==> src/rtl/hrs_pkg.sv <==
package hrs_pkg;
   typedef enum logic [1:0] {
      SK_FULL    = 2'd0,
      SK_SET     = 2'd1,
      SK_CLR     = 2'd2,
      SK_REFRESH = 2'd3
   } seq_kind_e;

   typedef enum logic [1:0] {
      ST_IDLE = 2'd0,
      ST_LOAD = 2'd1,
      ST_TX   = 2'd2,
      ST_HFW  = 2'd3
   } seq_state_e;

   // pending slots, lower index served first
   localparam int PK_PWR  = 0;
   localparam int PK_SET  = 1;
   localparam int PK_CLR  = 2;
   localparam int PK_HOOK = 3;
   localparam int PK_REF  = 4;
   localparam int PK_N    = 5;

   localparam logic [1:0] HM_HANDSFREE = 2'b10;
endpackage

==> src/rtl/hrs_shadow.sv <==
module hrs_shadow #(
   parameter int ADDR_W = 4,
   parameter int DATA_W = 4
) (
   input  logic                                    clk,
   input  logic                                    rst_n,
   input  logic                                    we_i,
   input  logic [ADDR_W-1:0]                       addr_i,
   input  logic [DATA_W-1:0]                       data_i,
   output logic [(1<<ADDR_W)-1:0][DATA_W-1:0]      tbl_o
);
   localparam int NREG = 1 << ADDR_W;

   generate
      for (genvar g = 0; g < NREG; g++) begin : g_ent
         always_ff @(posedge clk or negedge rst_n) begin
            if (!rst_n)
               tbl_o[g] <= '0;
            else if (we_i && (addr_i == ADDR_W'(g)))
               tbl_o[g] <= data_i;
         end
      end
   endgenerate
endmodule

==> src/rtl/hrs_evq.sv <==
module hrs_evq #(
   parameter int NK = 5
) (
   input  logic          clk,
   input  logic          rst_n,
   input  logic [NK-1:0] set_i,
   input  logic [NK-1:0] clr_i,
   output logic [NK-1:0] pend_o,
   output logic [NK-1:0] grant_o,
   output logic          any_o
);
   always_ff @(posedge clk or negedge rst_n) begin
      if (!rst_n)
         pend_o <= '0;
      else
         pend_o <= (pend_o & ~clr_i) | set_i;
   end

   always_comb begin
      logic found;
      found   = 1'b0;
      grant_o = '0;
      for (int i = 0; i < NK; i++) begin
         if (pend_o[i] && !found) begin
            grant_o[i] = 1'b1;
            found      = 1'b1;
         end
      end
      any_o = found;
   end
endmodule

==> src/rtl/hrs_tick.sv <==
module hrs_tick #(
   parameter int CNT_W = 20
) (
   input  logic             clk,
   input  logic             rst_n,
   input  logic             en_i,
   input  logic [CNT_W-1:0] interval_i,
   output logic             fire_o
);
   logic [CNT_W-1:0] cnt_q;

   always_ff @(posedge clk or negedge rst_n) begin
      if (!rst_n) begin
         cnt_q  <= '0;
         fire_o <= 1'b0;
      end else begin
         fire_o <= 1'b0;
         if (!en_i) begin
            cnt_q <= '0;
         end else if (cnt_q + CNT_W'(1) >= interval_i) begin
            cnt_q  <= '0;
            fire_o <= 1'b1;
         end else begin
            cnt_q <= cnt_q + CNT_W'(1);
         end
      end
   end
endmodule

==> src/rtl/hrs_sertx.sv <==
module hrs_sertx #(
   parameter int FW       = 8,
   parameter int DIV_W    = 8,
   parameter int MIN_HALF = 10
) (
   input  logic             clk,
   input  logic             rst_n,
   input  logic [DIV_W-1:0] div_i,
   input  logic             start_i,
   input  logic [FW-1:0]    frame_i,
   output logic             sclk_o,
   output logic             sdata_o,
   output logic             slatch_o,
   output logic             done_o
);
   localparam int NHALF = 2 * FW;
   localparam int HW    = $clog2(NHALF + 2);
   localparam logic [DIV_W-1:0] MIN_DIV = DIV_W'(MIN_HALF - 1);

   logic [FW-1:0]    shreg_q;
   logic [HW-1:0]    half_q;
   logic [DIV_W-1:0] cnt_q;
   logic [DIV_W-1:0] eff_div;
   logic             active_q;

   assign eff_div = (div_i < MIN_DIV) ? MIN_DIV : div_i;
   assign sdata_o = shreg_q[FW-1];

   always_ff @(posedge clk or negedge rst_n) begin
      if (!rst_n) begin
         shreg_q  <= '0;
         half_q   <= '0;
         cnt_q    <= '0;
         active_q <= 1'b0;
         sclk_o   <= 1'b0;
         slatch_o <= 1'b0;
         done_o   <= 1'b0;
      end else begin
         done_o <= 1'b0;
         if (start_i) begin
            shreg_q  <= frame_i;
            half_q   <= '0;
            cnt_q    <= '0;
            active_q <= 1'b1;
            sclk_o   <= 1'b0;
            slatch_o <= 1'b0;
         end else if (active_q) begin
            if (cnt_q == eff_div) begin
               cnt_q  <= '0;
               half_q <= half_q + HW'(1);
               if (half_q < HW'(NHALF)) begin
                  if (!half_q[0]) begin
                     sclk_o <= 1'b1;
                  end else begin
                     sclk_o  <= 1'b0;
                     shreg_q <= shreg_q << 1;
                  end
                  if (half_q == HW'(NHALF - 1))
                     slatch_o <= 1'b1;
               end else begin
                  slatch_o <= 1'b0;
                  active_q <= 1'b0;
                  done_o   <= 1'b1;
               end
            end else begin
               cnt_q <= cnt_q + DIV_W'(1);
            end
         end
      end
   end
endmodule

==> src/rtl/hook_reprog_seq.sv <==
module hook_reprog_seq
   import hrs_pkg::*;
#(
   parameter int ADDR_W    = 4,
   parameter int DATA_W    = 4,
   parameter int DIV_W     = 8,
   parameter int DLY_W     = 16,
   parameter int REF_W     = 20,
   parameter int MIN_HALF  = 10,
   parameter int FIRST_REG = 4,
   parameter int LAST_REG  = 14,
   parameter int RST_ADDR  = 15,
   parameter int MODE_ADDR = 13,
   parameter int HOLD_BIT  = 3,
   parameter int HF_BIT    = 0
) (
   input  logic              clk,
   input  logic              rst_n,
   input  logic              cfg_we,
   input  logic [ADDR_W-1:0] cfg_addr,
   input  logic [DATA_W-1:0] cfg_data,
   input  logic [DIV_W-1:0]  clk_div,
   input  logic [DLY_W-1:0]  hf_delay,
   input  logic              refresh_en,
   input  logic [REF_W-1:0]  refresh_interval,
   input  logic              ev_powerup,
   input  logic              ev_hook,
   input  logic [1:0]        hook_mode,
   input  logic              ev_flash_start,
   input  logic              ev_flash_end,
   input  logic              ev_brk_start,
   input  logic              ev_brk_end,
   output logic              sclk,
   output logic              sdata,
   output logic              slatch,
   output logic              busy
);
   localparam int NREG      = 1 << ADDR_W;
   localparam int FRAME_W   = ADDR_W + DATA_W;
   localparam int NRW       = LAST_REG - FIRST_REG + 1;
   localparam int LAST_STEP = NRW;
   localparam int STEP_W    = $clog2(LAST_STEP + 1);

   generate
      if (FIRST_REG < 0 || LAST_REG < FIRST_REG || LAST_REG >= NREG) begin : g_bad_range
         $error("hook_reprog_seq: register range outside the address space");
      end
      if (MODE_ADDR < FIRST_REG || MODE_ADDR > LAST_REG) begin : g_bad_mode
         $error("hook_reprog_seq: mode register must lie inside the rewrite range");
      end
      if (RST_ADDR >= NREG || HOLD_BIT >= DATA_W || HF_BIT >= DATA_W || HOLD_BIT == HF_BIT) begin : g_bad_bits
         $error("hook_reprog_seq: command address or mode bit positions invalid");
      end
      if (MIN_HALF < 1 || MIN_HALF > (1 << DIV_W)) begin : g_bad_div
         $error("hook_reprog_seq: MIN_HALF does not fit the divider width");
      end
   endgenerate

   // ---------------- shadow table ----------------
   logic [NREG-1:0][DATA_W-1:0] tbl;

   hrs_shadow #(.ADDR_W(ADDR_W), .DATA_W(DATA_W)) u_shadow (
      .clk    (clk),
      .rst_n  (rst_n),
      .we_i   (cfg_we),
      .addr_i (cfg_addr),
      .data_i (cfg_data),
      .tbl_o  (tbl)
   );

   // ---------------- refresh timer ----------------
   logic tick;

   hrs_tick #(.CNT_W(REF_W)) u_tick (
      .clk        (clk),
      .rst_n      (rst_n),
      .en_i       (refresh_en),
      .interval_i (refresh_interval),
      .fire_o     (tick)
   );

   // ---------------- event queue ----------------
   logic [PK_N-1:0] ev_set, ev_clr, pend, grant;
   logic            pend_any, take;
   logic            pend_hf_q;

   always_comb begin
      ev_set          = '0;
      ev_set[PK_PWR]  = ev_powerup;
      ev_set[PK_SET]  = ev_flash_start | ev_brk_start;
      ev_set[PK_CLR]  = ev_flash_end | ev_brk_end;
      ev_set[PK_HOOK] = ev_hook;
      ev_set[PK_REF]  = tick;

      ev_clr = '0;
      if (take) begin
         ev_clr = grant;
         if (grant[PK_PWR])
            ev_clr[PK_HOOK] = 1'b1;
      end
      if (ev_set[PK_SET])
         ev_clr[PK_CLR] = 1'b1;
   end

   always_ff @(posedge clk or negedge rst_n) begin
      if (!rst_n)
         pend_hf_q <= 1'b0;
      else if (ev_powerup || ev_hook)
         pend_hf_q <= (hook_mode == HM_HANDSFREE);
   end

   hrs_evq #(.NK(PK_N)) u_evq (
      .clk     (clk),
      .rst_n   (rst_n),
      .set_i   (ev_set),
      .clr_i   (ev_clr),
      .pend_o  (pend),
      .grant_o (grant),
      .any_o   (pend_any)
   );

   // ---------------- sequencer ----------------
   seq_state_e        state_q;
   seq_kind_e         kind_q;
   logic [STEP_W-1:0] step_q;
   logic              tgt_hf_q, cur_hf_q, hold_q, hf_final_q;
   logic [DLY_W-1:0]  hf_cnt_q;
   logic              tx_start, tx_done;
   logic [FRAME_W-1:0] frame;
   logic [STEP_W-1:0] last_step;
   seq_kind_e         next_kind;

   assign take = (state_q == ST_IDLE) && pend_any;
   assign busy = (state_q != ST_IDLE);
   assign tx_start = (state_q == ST_LOAD);
   assign last_step = (kind_q == SK_SET) ? '0 : STEP_W'(LAST_STEP);

   always_comb begin
      if (grant[PK_PWR] || grant[PK_HOOK]) next_kind = SK_FULL;
      else if (grant[PK_SET])              next_kind = SK_SET;
      else if (grant[PK_CLR])              next_kind = SK_CLR;
      else                                 next_kind = SK_REFRESH;
   end

   function automatic logic [DATA_W-1:0] mode_val(input logic [DATA_W-1:0] base,
                                                  input logic hold, input logic hf);
      logic [DATA_W-1:0] v;
      v           = base;
      v[HOLD_BIT] = hold;
      v[HF_BIT]   = hf;
      return v;
   endfunction

   always_comb begin
      logic [ADDR_W-1:0] a;
      a = ADDR_W'(FIRST_REG) + ADDR_W'(step_q) - ADDR_W'(1);
      if (hf_final_q) begin
         frame = {ADDR_W'(MODE_ADDR), mode_val(tbl[MODE_ADDR], 1'b0, 1'b1)};
      end else if (step_q == '0) begin
         case (kind_q)
            SK_SET:  frame = {ADDR_W'(MODE_ADDR), mode_val(tbl[MODE_ADDR], 1'b1, cur_hf_q)};
            SK_CLR:  frame = {ADDR_W'(MODE_ADDR), mode_val(tbl[MODE_ADDR], 1'b0, cur_hf_q)};
            default: frame = {ADDR_W'(RST_ADDR), DATA_W'(0)};
         endcase
      end else if (a == ADDR_W'(MODE_ADDR)) begin
         frame = {a, mode_val(tbl[MODE_ADDR], hold_q, cur_hf_q)};
      end else begin
         frame = {a, tbl[a]};
      end
   end

   always_ff @(posedge clk or negedge rst_n) begin
      if (!rst_n) begin
         state_q    <= ST_IDLE;
         kind_q     <= SK_FULL;
         step_q     <= '0;
         tgt_hf_q   <= 1'b0;
         cur_hf_q   <= 1'b0;
         hold_q     <= 1'b0;
         hf_final_q <= 1'b0;
         hf_cnt_q   <= '0;
      end else begin
         case (state_q)
            ST_IDLE: begin
               if (take) begin
                  kind_q  <= next_kind;
                  step_q  <= (next_kind == SK_REFRESH) ? STEP_W'(1) : '0;
                  state_q <= ST_LOAD;
                  case (next_kind)
                     SK_FULL: begin
                        tgt_hf_q <= pend_hf_q;
                        cur_hf_q <= 1'b0;
                        hold_q   <= 1'b0;
                     end
                     SK_SET:  hold_q <= 1'b1;
                     SK_CLR:  hold_q <= 1'b0;
                     default: ;
                  endcase
               end
            end
            ST_LOAD: state_q <= ST_TX;
            ST_TX: begin
               if (tx_done) begin
                  if (hf_final_q) begin
                     hf_final_q <= 1'b0;
                     cur_hf_q   <= 1'b1;
                     state_q    <= ST_IDLE;
                  end else if (step_q == last_step) begin
                     if (kind_q == SK_FULL && tgt_hf_q) begin
                        hf_cnt_q <= '0;
                        state_q  <= ST_HFW;
                     end else begin
                        state_q <= ST_IDLE;
                     end
                  end else begin
                     step_q  <= step_q + STEP_W'(1);
                     state_q <= ST_LOAD;
                  end
               end
            end
            ST_HFW: begin
               if (hf_cnt_q == hf_delay) begin
                  hf_final_q <= 1'b1;
                  state_q    <= ST_LOAD;
               end else begin
                  hf_cnt_q <= hf_cnt_q + DLY_W'(1);
               end
            end
            default: state_q <= ST_IDLE;
         endcase
      end
   end

   hrs_sertx #(.FW(FRAME_W), .DIV_W(DIV_W), .MIN_HALF(MIN_HALF)) u_tx (
      .clk      (clk),
      .rst_n    (rst_n),
      .div_i    (clk_div),
      .start_i  (tx_start),
      .frame_i  (frame),
      .sclk_o   (sclk),
      .sdata_o  (sdata),
      .slatch_o (slatch),
      .done_o   (tx_done)
   );
endmodule

==> config.mk <==
export PLATFORM = sky130hd
export DESIGN_NAME = hook_reprog_seq
export DESIGN_NICKNAME = d
export VERILOG_FILES = /design/src/rtl/hrs_pkg.sv /design/src/rtl/hrs_shadow.sv /design/src/rtl/hrs_evq.sv /design/src/rtl/hrs_tick.sv /design/src/rtl/hrs_sertx.sv /design/src/rtl/hook_reprog_seq.sv
export SDC_FILE = /design/constraint.sdc
export NUM_CORES = 1
export LEC_CHECK = 0
export ABC_AREA = 1
export BUFFER_PORTS_ARGS = -buffer_cell sky130_fd_sc_hd__buf_4
export CAP_MARGIN = 20
export CORE_AREA = 2 2 152 154
export CTS_CLUSTER_SIZE = 25
export DETAILED_ROUTE_END_ITERATION = 12
export DIE_AREA = 0 0 154 156
export PLACE_DENSITY = 0.69
export SLEW_MARGIN = 0
export SYNTH_ARGS = -nofsm -noshare
export SYNTH_HDL_FRONTEND = slang
export SYNTH_SLANG_ARGS = --single-unit
==> constraint.sdc <==
create_clock -name clk -period 2.4 [get_ports clk]
set_input_delay 0.48 -clock clk [delete_from_list [all_inputs] [get_ports clk]]
set_output_delay 0.48 -clock clk [all_outputs]
set_load 0.05 [all_outputs]
==> key figures <==
GRT
  • Total global-route track usage: 18.9%
  • Number of global-route vias before repair: 7675
  • Global-route wire length before repair: 36900 µm
  • Antenna violations before repair: 0
  • Overflow after GRT: 0
  • Maximum number of pins on one net before global-route repair: 56

Synth
  • Sequential-to-total area share from yosys stat: 41.1%
  • Most numerous cell types in the synthesized netlist: nand2_1, dfrtp_1, inv_1
  • Share of synthesized flip-flops with an asynchronous set or reset: 100%
  • Fraction of synthesized cell area taken by the top area cell type: 41.1%
  • Largest area contributor in the synthesized netlist: dfrtp_1
  • Cells after Synth: 1156
  • Syn_area_per_cell: 7.59 µm²
  • Number of different library cells in the post-synthesis netlist: 52
  • Number of warnings printed during yosys synthesis: 0
  • Top cells by area in the synthesized netlist: dfrtp_1, nand2_1, inv_1
  • Synthesized area: 0.00878 mm²
  • Top FF cell, synth: dfrtp_1
  • Post-Syn Nets: 1256
  • Seq cells post-synth: 144
  • Number of enable flip-flop cells after synthesis: 0
  • Top-count cell post-synth: nand2_1

Timing
  • Slack of the critical path: -419 ps
  • Setup repair after global routing missed its margin: true
  • Final setup violation count: 21
  • Number of hold violations in the final report: 0
  • Peak Freq: 355 MHz
  • Rel. slew slack: 38.1%
  • Clk_skew: 10.2 ps
  • Count of final max-slew check failures: 0
  • Post-route clock period utilization: 117%
  • Tmin final: 2820 ps
  • Setup TNS: -7950 ps
  • Smallest hold slack: 10.2 ps
  • Worst-Margin Slew: 927 ps

Route
  • Via density per instance: 5.05
  • Detailed router's first-iteration violation count: 629
  • Final WL: 22000 µm
  • TritonRoute pass-1 iters: 5
  • Routed Antenna Nets: 0
  • DRC violation count after routing: 0
  • Vias post-DR: 7937
  • Detailed-route wire length per cell: 14.0 µm

Worst hold path
  • Min-Delay Path Class: input pin to async pin

CTS
  • Clock slew seen by the registers of the worst setup and hold paths: 70 ps
  • H-tree lvl count: 4
  • TritonCTS clock tree: yes
  • Clock sink total: 144
  • Master cell of the clock root buffer: clkbuf_16
  • Hold-fix buffers, CTS: 0
  • CTS buffer count: 17
  • Source-to-sink clock delay at the later pin of the worst-skew pair: 430 ps
  • Maximum clock path buffer count: 2

Die
  • Die X-Extent: 154 µm
  • Io pins: 68
  • Effective utilization at floorplan: 39.2%
  • Core area: 0.0224 mm²
  • Cell Rows: 55
  • Die height: 156 µm
  • Die Footprint: 0.0240 mm²

Placed design
  • Estimated wirelength of the detail-placed design: 14900 µm
  • RD Place Congestion: 0.866
  • Port-buffer cells: 67
  • Total instance count after detailed placement: 1524

Pwr
  • Total Power Consumption: 9.46 mW
  • Power Density: 869 mW/mm²
  • Worst voltage drop across the vdd grid: 0.742 mV
  • Leakage: 5.31 nW

Critical path
  • Required time at the endpoint of the critical path: 2670 ps
  • Classification of the worst setup path: register to register
  • Critical Path AT: 3090 ps
  • CP max FO: 5
  • Capturing element type of the critical path: register
  • Startpoint type of the worst setup path: register

Final layout
  • Finished Layout Cells: 1573
  • Area growth from synthesis to layout: 24.2%
  • Utilization after layout: 48.7%
  • Total Nets Final: 1375
  • Share of post-route cells with drive strength above 1: 22.0%
  • Number of inserted diodes: 0

Outcome
  • Run status: finished, violations left
  • Failing checks: negative setup slack

Run
  • Number of max-cap violations: 0
[final timing paths]
check                      depth (start not counted)              end             from  slack, ps
max                                               17  u_tick.cnt_q[8]  u_tick.cnt_q[0]       -420
min                                                1     hf_cnt_q[13]            rst_n         10
min reg2reg                                        1  u_evq.pend_o[4]    u_tick.fire_o        470
max reg2reg                                       17  u_tick.cnt_q[8]  u_tick.cnt_q[0]       -420
min in group clk                                   2  u_evq.pend_o[2]     ev_flash_end        250
max in group asynchronous                          2  u_tick.cnt_q[0]            rst_n       1690
[per-layer routing]
layer | global-route usage (%) | share of wire [%] | vias up
met5 | 0 | 0 | -
met3 | 3.97 | 4.3 | 33
met1 | 24.9 | 45 | 3743
met2 | 31.2 | 48 | 190
li1 | - | - | 3971
met4 | 6.01 | 2.0 | 0
[where the power goes]
group / internal (mW) / switching (mW) / total (mW) / leakage (nW)
clock network: 1.51 / 1.04 / 2.55 / 0.273
logic: 1.32 / 2.36 / 3.68 / 3.17
registers: 2.89 / 0.348 / 3.24 / 1.86
[critical path: stages (launching register included)]
cell     delay (ps)
dfrtp_2         430
ha_4            150
nand3_2          70
inv_2           110
nand2_4          70
nor2_4          130
and3_4          210
xor2_2          140
inv_1            70
ha_1            290
nand2_2          90
buf_4           140
nor3_2          160
nand3_1          80
nand4_1         150
buf_4           160
buf_6           140
nor3_2           60
[repair_timing]
| action | 4_1_cts | 5_1_grt |
|---|---|---|
| gates resized for setup | 31 | 28 |
| pin swaps | 13 | 17 |
| gates cloned | 2 | 1 |
| setup buffers | 9 | 6 |
| setup endpoints to repair | 21 | 24 |
[cell type report]
class / instances / area (µm²)
Multi-Input combinational cell: 826 / 4690
Inverter: 149 / 569
Clock buffer: 23 / 478
Fill cell: 2143 / 11500
Timing Repair Buffer: 137 / 1120
Tap cell: 285 / 357
Sequential cell: 144 / 3600
Clock inverter: 9 / 82.6
[metrics by stage]
stage / worst slack [ps] / area, µm²
floorplan: -20.5 / 8830
global placement: -224 / 9900
detailed placement: -370 / 9900
CTS: -349 / 10700
global route: -625 / 10900
finish: -419 / 10900
[flip-flops by register name, summed over array words and instances, names as in the netlist, 2 cells and up]
signal / count
u_evq.pend_o: 5
u_shadow.tbl_o: 64
hf_cnt_q: 16
u_tx.cnt_q: 8
state_q: 2
kind_q: 2
u_tx.half_q: 5
u_tick.cnt_q: 20
step_q: 4
u_tx.shreg_q: 8
[cell families (layout without fill, tap and decap cells)]
| family | after synthesis | count (layout) | synth area share (%) |
|---|---|---|---|
| buffers and inverters | 186 | 318 | 8.95 |
| adder cells (fa/ha/maj) | 36 | 36 | 5.13 |
| AND/OR/NAND/NOR | 575 | 575 | 29.3 |
| AO/OA/AOI/OAI | 178 | 178 | 11.8 |
| flip-flops | 144 | 144 | 41.1 |
| XOR/XNOR | 37 | 37 | 3.78 |
[cells in the final DEF (no fill, tap or decap), types with 3 or more instances in the layout]
cell type,Yosys,final
inv_2,4,7
nand3_1,70,68
nand2_1,285,279
nor2_1,107,96
ha_4,0,3
clkbuf_16,0,18
buf_12,1,3
nor2_4,0,4
dfrtp_1,144,143
nor3_1,38,26
xor2_1,19,14
clkbuf_1,12,3
inv_1,142,139
o21ai_2,21,22
or2_2,8,7
clkinvlp_4,0,3
xor2_2,1,6
nand3_2,6,8
a21oi_2,1,4
clkinv_2,1,5
a21oi_1,29,26
nor3_4,1,3
nor4_2,1,3
o21ai_0,105,102
nor3_2,4,14
xnor2_1,17,17
o21ai_1,3,5
nand4_1,30,30
nand2_4,1,4
ha_1,36,33
nor2_2,5,12
clkbuf_8,0,3
buf_4,4,130
o211ai_1,9,9
nand2_2,5,8
Note: power is estimated with default switching activity, not from simulation.
